==> src/rtl/sck_gen_pkg.sv <==
package sck_gen_pkg;
  parameter int LIN_W      = 8;
  parameter int EXP_W      = 4;
  parameter int MAX_EXP    = 10;
  parameter int DATA_W     = 32;
  parameter int CNT_W      = ((LIN_W + 1) > MAX_EXP) ? (LIN_W + 1) : MAX_EXP;
  parameter int BIT_EN     = 0;
  parameter int BIT_MST    = 1;
  parameter int BIT_SMP    = 2;
  parameter int BIT_PAUSE  = 7;
  parameter int BIT_SRST   = 31;
  parameter int BIT_SEL    = LIN_W + EXP_W;

  typedef enum logic {
    ADDR_CTRL = 1'b0,
    ADDR_CLK  = 1'b1
  } reg_sel_e;

  typedef struct packed {
    logic             run;
    logic             restart;
    logic [CNT_W-1:0] halfCount;
  } sck_ctl_t;
endpackage

==> src/rtl/sck_gen_regs.sv <==
module sck_gen_regs
  import sck_gen_pkg::*;
(
  input  logic              clk,
  input  logic              rstN,
  input  logic              regWr,
  input  logic              regAddr,
  input  logic [DATA_W-1:0] regWdata,
  output logic [DATA_W-1:0] regRdata,
  output sck_ctl_t          ctl,
  output logic              busOn,
  output logic              masterOn,
  output logic              sampleMode,
  output logic              txPause
);
  logic             enBit, mstBit, smpBit, pauseBit, srstBit, restartP, selBit;
  logic [LIN_W-1:0] linDiv;
  logic [EXP_W-1:0] expDiv;
  logic [EXP_W-1:0] expEff;

  always_ff @(posedge clk or negedge rstN) begin
    if (!rstN) begin
      enBit    <= 1'b0;
      mstBit   <= 1'b0;
      smpBit   <= 1'b0;
      pauseBit <= 1'b0;
      srstBit  <= 1'b0;
      restartP <= 1'b0;
      selBit   <= 1'b0;
      linDiv   <= '0;
      expDiv   <= '0;
    end else begin
      srstBit  <= 1'b0;
      restartP <= 1'b0;
      if (regWr) begin
        if (regAddr == ADDR_CTRL) begin
          enBit    <= regWdata[BIT_EN];
          mstBit   <= regWdata[BIT_MST];
          smpBit   <= regWdata[BIT_SMP];
          pauseBit <= regWdata[BIT_PAUSE];
          srstBit  <= regWdata[BIT_SRST];
        end else begin
          linDiv   <= regWdata[LIN_W-1:0];
          expDiv   <= regWdata[LIN_W +: EXP_W];
          selBit   <= regWdata[BIT_SEL];
          restartP <= 1'b1;
        end
      end
    end
  end

  // Clamp the exponent into the supported range [1, MAX_EXP]
  always_comb begin
    if (expDiv == '0)
      expEff = EXP_W'(1);
    else if (expDiv > EXP_W'(MAX_EXP))
      expEff = EXP_W'(MAX_EXP);
    else
      expEff = expDiv;
  end

  always_comb begin
    ctl.run     = enBit && !srstBit;
    ctl.restart = restartP;
    if (selBit)
      ctl.halfCount = CNT_W'(linDiv) + CNT_W'(1);
    else
      ctl.halfCount = CNT_W'(1) << (expEff - EXP_W'(1));
  end

  always_comb begin
    regRdata = '0;
    if (regAddr == ADDR_CTRL) begin
      regRdata[BIT_EN]    = enBit;
      regRdata[BIT_MST]   = mstBit;
      regRdata[BIT_SMP]   = smpBit;
      regRdata[BIT_PAUSE] = pauseBit;
      regRdata[BIT_SRST]  = srstBit;
    end else begin
      regRdata[LIN_W-1:0]      = linDiv;
      regRdata[LIN_W +: EXP_W] = expDiv;
      regRdata[BIT_SEL]        = selBit;
    end
  end

  assign busOn      = enBit;
  assign masterOn   = mstBit;
  assign sampleMode = smpBit;
  assign txPause    = pauseBit;
endmodule

==> src/rtl/sck_gen_core.sv <==
module sck_gen_core
  import sck_gen_pkg::*;
(
  input  logic     clk,
  input  logic     rstN,
  input  sck_ctl_t ctl,
  input  logic     sampleMode,
  input  logic     sckIdle,
  output logic     sck,
  output logic     sckLead,
  output logic     sckTrail,
  output logic     sampleStb
);
  logic [CNT_W-1:0] halfCnt;
  logic             activeQ, leadQ, trailQ, leadDly;
  logic             halfDone;

  assign halfDone = (halfCnt == ctl.halfCount - CNT_W'(1));

  always_ff @(posedge clk or negedge rstN) begin
    if (!rstN) begin
      halfCnt <= '0;
      activeQ <= 1'b0;
      leadQ   <= 1'b0;
      trailQ  <= 1'b0;
    end else if (!ctl.run || ctl.restart) begin
      halfCnt <= '0;
      activeQ <= 1'b0;
      leadQ   <= 1'b0;
      trailQ  <= 1'b0;
    end else if (halfDone) begin
      halfCnt <= '0;
      activeQ <= !activeQ;
      leadQ   <= !activeQ;
      trailQ  <= activeQ;
    end else begin
      halfCnt <= halfCnt + CNT_W'(1);
      leadQ   <= 1'b0;
      trailQ  <= 1'b0;
    end
  end

  always_ff @(posedge clk or negedge rstN) begin
    if (!rstN) leadDly <= 1'b0;
    else       leadDly <= leadQ;
  end

  assign sck       = activeQ ^ sckIdle;
  assign sckLead   = leadQ;
  assign sckTrail  = trailQ;
  assign sampleStb = sampleMode ? leadDly : leadQ;
endmodule

==> src/rtl/spi_sck_gen.sv <==
module spi_sck_gen
  import sck_gen_pkg::*;
(
  input  logic              clk,
  input  logic              rstN,
  input  logic              regWr,
  input  logic              regAddr,
  input  logic [DATA_W-1:0] regWdata,
  output logic [DATA_W-1:0] regRdata,
  input  logic              sckIdle,
  output logic              sck,
  output logic              sckLead,
  output logic              sckTrail,
  output logic              sampleStb,
  output logic              busOn,
  output logic              masterOn,
  output logic              sampleMode,
  output logic              txPause
);
  sck_ctl_t ctl;

  sck_gen_regs u_regs (
    .clk        (clk),
    .rstN       (rstN),
    .regWr      (regWr),
    .regAddr    (regAddr),
    .regWdata   (regWdata),
    .regRdata   (regRdata),
    .ctl        (ctl),
    .busOn      (busOn),
    .masterOn   (masterOn),
    .sampleMode (sampleMode),
    .txPause    (txPause)
  );

  sck_gen_core u_core (
    .clk        (clk),
    .rstN       (rstN),
    .ctl        (ctl),
    .sampleMode (sampleMode),
    .sckIdle    (sckIdle),
    .sck        (sck),
    .sckLead    (sckLead),
    .sckTrail   (sckTrail),
    .sampleStb  (sampleStb)
  );
endmodule

==> config.mk <==
export PLATFORM = sky130hd
export DESIGN_NAME = spi_sck_gen
export DESIGN_NICKNAME = d
export VERILOG_FILES = /design/src/rtl/sck_gen_pkg.sv /design/src/rtl/sck_gen_regs.sv /design/src/rtl/sck_gen_core.sv /design/src/rtl/spi_sck_gen.sv
export SDC_FILE = /design/constraint.sdc
export NUM_CORES = 1
export LEC_CHECK = 0
export BUFFER_PORTS_ARGS = -buffer_cell sky130_fd_sc_hd__buf_4
export CAP_MARGIN = 25
export CELL_PAD_IN_SITES_DETAIL_PLACEMENT = 1
export CELL_PAD_IN_SITES_GLOBAL_PLACEMENT = 2
export CORE_AREA = 8 8 109 111
export CTS_BUF_LIST = sky130_fd_sc_hd__clkbuf_2
export CTS_CLUSTER_DIAMETER = 200
export DETAILED_ROUTE_END_ITERATION = 8
export DIE_AREA = 0 0 117 119
export HOLD_SLACK_MARGIN = 0.12
export PLACE_DENSITY_LB_ADDON = 0.15
export SYNTH_ARGS = -nofsm -noshare
export SYNTH_HDL_FRONTEND = slang
export SYNTH_SLANG_ARGS = --single-unit
==> constraint.sdc <==
create_clock -name clk -period 3.1 [get_ports clk]
set_clock_uncertainty 0.2 [all_clocks]
set_input_delay 0 -clock clk [delete_from_list [all_inputs] [get_ports clk]]
set_output_delay 0 -clock clk [all_outputs]
set_load 0.01 [all_outputs]
==> impl_metrics.py, run 1 <==
metrics = {
    "sta": {
        "final-hold-violation-count": 0,
        "rsz0062_at_grt": "true",
        "timing.final.crit_share_pct": 99.8,
        "finalSetupViolations": 0,
        "max-slew-margin-rel_pct": 58.0,
        "drv_slew": 0,
        "fin_crit_ns": 3.09,
        "timing.fmax_ghz": 0.323,
        "finalSetupTns_ns": 0,
        "worst_pin_slew_ns": 0.628,
    },
    "finish": {
        "largest_reg_flops": 10,
        "max_flop_register": "u_core.halfCnt",
        "num_antenna_cells": 0,
        "final_cells": 473,
        "final_core_util_pct": 34.2,
        "drive_gt1_share_pct": 41.2,
        "nets": 376,
        "top_regs": "u_core.halfCnt x10, u_regs.linDiv x8, u_regs.expDiv x4",
        "areaGrowthSynthToFinish_pct": 39.2,
        "design_area_mm2": 0.00345,
    },
    "clock_tree": {
        "cts_root_buffer": "clkbuf_2",
        "cts_sinks": 33,
        "cts_tree": "yes",
        "clk_pin_slew_ns": 0.21,
        "clock_path_buffers": 2,
        "htreeDepth": 2,
        "clock_latency_ns": 0.39,
        "cts_made_buffers": 5,
    },
    "power": {
        "p_leak_nw": 1.47,
        "power_per_cell_area_mw_per_mm2": 424,
        "vdd_ir_drop_max_v": 0.000170,
    },
    "setup_path": {
        "cp_data_arrival_time_ns": 3.14,
        "worstReg2RegEnd": "u_core.halfCnt[5]",
        "r2r_start": "u_regs.linDiv[1]",
        "worst_setup_path_end_kind": "flip-flop",
        "required_ns": 3.15,
        "critPathLaunchType": "flip-flop",
        "rrSetupSlack_ns": 0.006,
        "cp_max_fo": 4,
        "critPathKind": "flip-flop to flip-flop",
        "reg2regPathDepth": 10,
    },
    "die": {
        "core_mm2": 0.0101,
        "start_util_pct": 24.5,
        "dieArea_mm2": 0.0139,
        "die_w_um": 117,
        "die_y_um": 119,
        "io_pins": 77,
        "num_rows": 37,
    },
    "synth": {
        "synthCells": 247,
        "yosysTopAreaCellShare_pct": 33.3,
        "yosysMostFrequentCell": "dfrtp_1",
        "ys_async_sr_fraction_pct": 100,
        "ys_warn_count": 0,
        "yosysTopAreaCell": "dfrtp_1",
        "syn_area_per_cell_um2": 10.0,
        "synth-seq-cells": 33,
        "synth_area_mm2": 0.00248,
        "synth_edf_count": 0,
        "netlist-cell-type-count": 58,
        "synth-seq-area-share_pct": 33.3,
        "synth_area_leaders": "dfrtp_1 33%, mux2_2 9.1%, buf_4 5.8%, nor3_2 4.0%, xnor2_1 3.9%",
        "ys_top_cells_by_count": "33 x dfrtp_1, 20 x mux2_2, 19 x buf_4",
        "synth-main-ff-cell": "dfrtp_1",
    },
    "hold_path": {
        "min_to": "u_regs.expDiv[0]",
        "whs_path_depth": 4,
        "hold_path_class": "input port to flip-flop",
        "hold_start": "regWdata[8]",
    },
    "global_routing": {
        "antenna_found_initial": 0,
        "grt_pass1_wl_mm": 11.8,
        "grt_use_total_pct": 10.8,
        "grt_max_degree": 34,
        "grt_overflow": 0,
        "grt_pass1_vias": 2290,
    },
    "placement": {
        "placed_area_mm2": 0.00298,
        "port_buffers": 40,
        "place.gp.congestion": 0.705,
        "dpl.cell_count": 434,
        "dpl.hpwl_mm": 5.44,
    },
    "detailed_routing": {
        "firstDrtPassIters": 4,
        "wl_per_cell_um": 15.4,
        "avgViaCountPerCell": 4.47,
        "routed_wl_mm": 7.28,
        "route.detailed.drc": 0,
        "ant_nets": 0,
        "via_count": 2114,
        "dr.first_iter.drc_count": 57,
    },
    "job": {
        "max_cap_violations": 0,
    },
    "status": {
        "run_status": "complete, no violations",
    },
}
## worst max-delay path, cell delays in order (launching register included)
cell,delay (ns)
dfrtp_1,0.46
buf_6,0.14
nand3_2,0.08
mux2i_2,0.18
nor3_2,0.27
nand4_4,0.13
or4_4,0.54
a2111oi_4,0.49
and3_4,0.30
buf_12,0.12
nor3_2,0.04
## placed cells by master, fill, tap and decap left out, types with 3 or more instances in the layout
cell type and count:
nand4_1 3, dfrtp_1 29, buf_4 66, nand2_1 17, dlygate4sd3_1 25, o21ai_0 3, conb_1 18, xnor2_1 11
mux2_2 20, nor4_1 3, nand2b_1 3, nor3_1 5, and3_1 5, clkbuf_2 5, a21oi_1 5, dfrtp_2 4
xor2_1 9, nor3_2 10, and2_1 12, inv_1 4, nand3_2 3, nor2_1 9, nand3_1 8
## worst max-delay path by stage
stage | start | endpoint | slack, ns | cells after the start
final | u_regs.linDiv[1] | u_core.halfCnt[5] | 0.006 | 10
after global routing | u_regs.linDiv[2] | u_core.halfCnt[3] | -0.1 | 9
after CTS | u_regs.linDiv[0] | u_core.activeQ | 0.001 | 9
after detailed placement | u_regs.selBit | u_core.sckLead | 0.05 | 10
after global placement | u_regs.linDiv[0] | u_core.sckLead | 0.04 | 11
after floorplan | u_regs.linDiv[0] | u_core.halfCnt[2] | 0.08 | 9
## stage by stage
step | total power [W] | hold WS [ns] | worst slack (ns)
finish | 0.00146 | 0.155 | 0.00570
global route | 0.00156 | 0.134 | -0.0954
CTS | 0.00146 | 0.131 | 0.00126
detailed placement | 0.00110 | -0.216 | 0.0467
global placement | 0.00110 | -0.215 | 0.0364
floorplan | 0.000887 | -0.496 | 0.0846
## kinds of logic (layout without fill, tap and decap cells)
kind of cell,after synthesis,count (layout),share of synthesized area (%)
simple gates,99,100,25.3
buf+inv,36,108,9.65
flops,33,33,33.3
compound gates,30,30,11.1
mux,24,24,11.3
xor+xnor,21,21,7.73
fa+ha+maj,3,3,1.52
other cells,1,18,0.151
## power breakdown
group	switching [W]	internal, W	total [W]
Sequential	0.0000621	0.000470	0.000532
Combinational	0.000307	0.000329	0.000636
Clock	0.000161	0.000134	0.000294
Total	0.000530	0.000932	0.00146
## timing repair
| action | in CTS | in global routing |
|---|---|---|
| pin swaps | 4 | 13 |
| setup buffers | 0 | 4 |
| endpoints found under the setup margin | 1 | 13 |
| endpoints found under the hold margin | 52 | 0 |
| resized for setup | 4 | 17 |
| gates cloned | 1 | 0 |
| hold buffers | 26 | 0 |
## per-layer routing
| layer | vias to the layer above | track usage [%] | wire length, µm |
|---|---|---|---|
| li1 | 1025 | - | - |
| met1 | 1044 | 13.6 | 3390 |
| met2 | 41 | 17.8 | 3560 |
| met3 | 4 | 2.43 | 277 |
| met4 | 0 | 3.12 | 51 |
| met5 | - | 0 | 0 |
## area by class of cell
cell class                 count  area, µm²
clock buffer                   5       25.0
clock inverter                 3       41.3
fill                        1191       6640
inverter                       5       18.8
multi-input combinational    196       1550
sequential                    33        831
tap                          136        170
timing repair buffer          95        808
No activity file was read; power rests on OpenSTA's default activity.
==> run 2: changes to the inputs <==
--- a/config.mk
+++ b/config.mk
@@ -16,2 +16,3 @@
 export DIE_AREA = 0 0 117 119
+export GPL_ROUTABILITY_DRIVEN = 0
 export HOLD_SLACK_MARGIN = 0.12
==> constraint.sdc (replaced) <==
create_clock -name clk -period 2.6 [get_ports clk]
set_clock_uncertainty 0.2 [all_clocks]
set_input_delay 0.26 -clock clk [delete_from_list [all_inputs] [get_ports clk]]
set_output_delay 0.26 -clock clk [all_outputs]
set_load 0.01 [all_outputs]
==> impl_metrics.py, run 2 (synthesized netlist as in run 1, its figures left out) <==
metrics = {
    "hold_path": {
        "hold_path_class": "input port to asynchronous set/reset pin",
    },
    "detailed_routing": {
        "route.met3.wl_um": 342,
        "firstDrtPassIters": 4,
        "highest_layer": "met4",
        "wl_per_cell_um": 14.9,
        "dr.first_iter.drc_count": 49,
        "ant_nets": 0,
        "met2_length_mm": 3.58,
        "via_count": 2175,
        "routed_wl_mm": 7.28,
        "m1WireLength_mm": 3.24,
        "avgViaCountPerCell": 4.45,
        "route.detailed.drc": 0,
    },
    "die": {
        "start_util_pct": 24.5,
        "io_pins": 77,
        "die_w_um": 117,
        "core_mm2": 0.0101,
        "die_y_um": 119,
        "dieArea_mm2": 0.0139,
        "num_rows": 37,
    },
    "global_routing": {
        "grt_max_degree": 34,
        "antenna_found_initial": 0,
        "grt_pass1_vias": 2407,
        "grt_overflow": 0,
        "grt_use_total_pct": 11.2,
        "grt_pass1_wl_mm": 12.3,
    },
    "clock_tree": {
        "cts_root_buffer": "clkbuf_2",
        "clk_pin_slew_ns": 0.18,
        "cts_sinks": 33,
        "htreeDepth": 2,
        "cts_tree": "yes",
        "cts_made_buffers": 5,
        "clock_latency_ns": 0.37,
        "clock_path_buffers": 2,
    },
    "finish": {
        "top_regs": "u_core.halfCnt x10, u_regs.linDiv x8, u_regs.expDiv x4",
        "drive_gt1_share_pct": 47.6,
        "max_flop_register": "u_core.halfCnt",
        "areaGrowthSynthToFinish_pct": 43.0,
        "design_area_mm2": 0.00354,
        "fillerInstances": 1195,
        "seqCellArea_um2": 831,
        "final_common_cell": "buf_4",
        "multiInputGateArea_mm2": 0.00158,
        "nets": 392,
        "largest_reg_flops": 10,
        "final_core_util_pct": 35.1,
        "num_antenna_cells": 0,
        "most-common-layout-cells": "89 x buf_4, 29 x dfrtp_1, 20 x mux2_2",
    },
    "setup_path": {
        "cp_slowest_cell": "or4_4",
        "cp_num_buf_inv": 1,
        "required_ns": 2.63,
        "critPathKind": "flip-flop to flip-flop",
        "cp_top_family": "simple AND/OR/NAND/NOR gates",
        "worst_setup_path_end_kind": "flip-flop",
        "crit_chain": "ha_4 > xnor2_2 > o2bb2ai_4 > nand4_4 > or4_4 > a2111oi_4 > and3_4 > buf_6 > nor3_2",
        "critical-path-max-stage-delay_ns": 0.51,
        "cp_max_fo": 8,
        "cp_data_arrival_time_ns": 3.00,
        "critPathLaunchType": "flip-flop",
    },
    "sta": {
        "worst_pin_slew_ns": 0.692,
        "worst_slack_ns": -0.364,
        "rsz0062_at_grt": "true",
        "final-hold-violation-count": 0,
        "finalSetupViolations": 13,
        "max-slew-margin-rel_pct": 53.8,
        "timing.final.crit_share_pct": 114,
        "hold_ws_ns": 0.141,
        "finalSetupTns_ns": -4.39,
        "fin_crit_ns": 2.96,
        "timing.fmax_ghz": 0.337,
        "drv_slew": 0,
    },
    "placement": {
        "dpl.hpwl_mm": 5.83,
        "port_buffers": 40,
        "placed_area_mm2": 0.00319,
    },
    "power": {
        "p_leak_nw": 1.56,
        "vdd_ir_drop_max_v": 0.000221,
        "power_per_cell_area_mw_per_mm2": 471,
    },
    "job": {
        "max_cap_violations": 0,
    },
    "status": {
        "violations": "setup timing",
        "run_status": "finished, violations left",
    },
}
## run 2: cell type report
| type | count | share of cell area, % |
|---|---|---|
| clock buffer | 5 | 0.706 |
| clock inverter | 3 | 0.353 |
| inverter | 5 | 0.530 |
| multi-input combinational | 195 | 44.5 |
| sequential | 33 | 23.5 |
| tap | 136 | 4.80 |
| timing repair buffer | 112 | 25.6 |
## run 2: final timing paths
check,from,endpoint,slack (ns),cells after the start
worst max-delay path,u_regs.linDiv[0],u_core.halfCnt[2],-0.36,9
worst min-delay path,rstN,u_regs.txPause,0.14,2
worst max register to register,u_regs.linDiv[0],u_core.halfCnt[2],-0.36,9
worst min register to register,u_core.sckLead,u_core.leadDly,0.25,0
max in group asynchronous,rstN,u_regs.linDiv[1],1.70,2
min in group clk,regWr,u_regs.srstBit,0.18,3
## run 2: repair_timing
| item | in CTS | in global routing |
|---|---|---|
| cloned | 0 | 0 |
| hold buffers | 15 | 0 |
| endpoints found under the hold margin | 51 | 0 |
| resized for setup | 8 | 17 |
| pin swaps | 1 | 10 |
| setup endpoints to repair | 13 | 13 |
| setup buffers | 3 | 5 |
## run 2: where the power goes
part,switching (W),total [W],internal (W)
Sequential,0.0000651,0.000625,0.000560
Clock,0.000177,0.000236,0.0000589
Combinational,0.000376,0.000808,0.000432
## run 2: metrics by stage
| step | std cells | setup slack (ns) | total power (W) |
|---|---|---|---|
| after CTS | 484 | -0.397 | 0.00167 |
| after global routing | 489 | -0.492 | 0.00181 |
| after detailed placement | 458 | -0.466 | 0.00138 |
| after global placement | 458 | -0.430 | 0.00138 |
| final | 489 | -0.364 | 0.00167 |
| after floorplan | 264 | -0.242 | 0.00107 |
## run 2: per-layer routing
layer  global-route usage, %  vias up
met2                    18.3       49
met1                    13.9     1064
met5                       0        -
met4                    3.52        0
met3                    2.83       10
li1                        -     1052
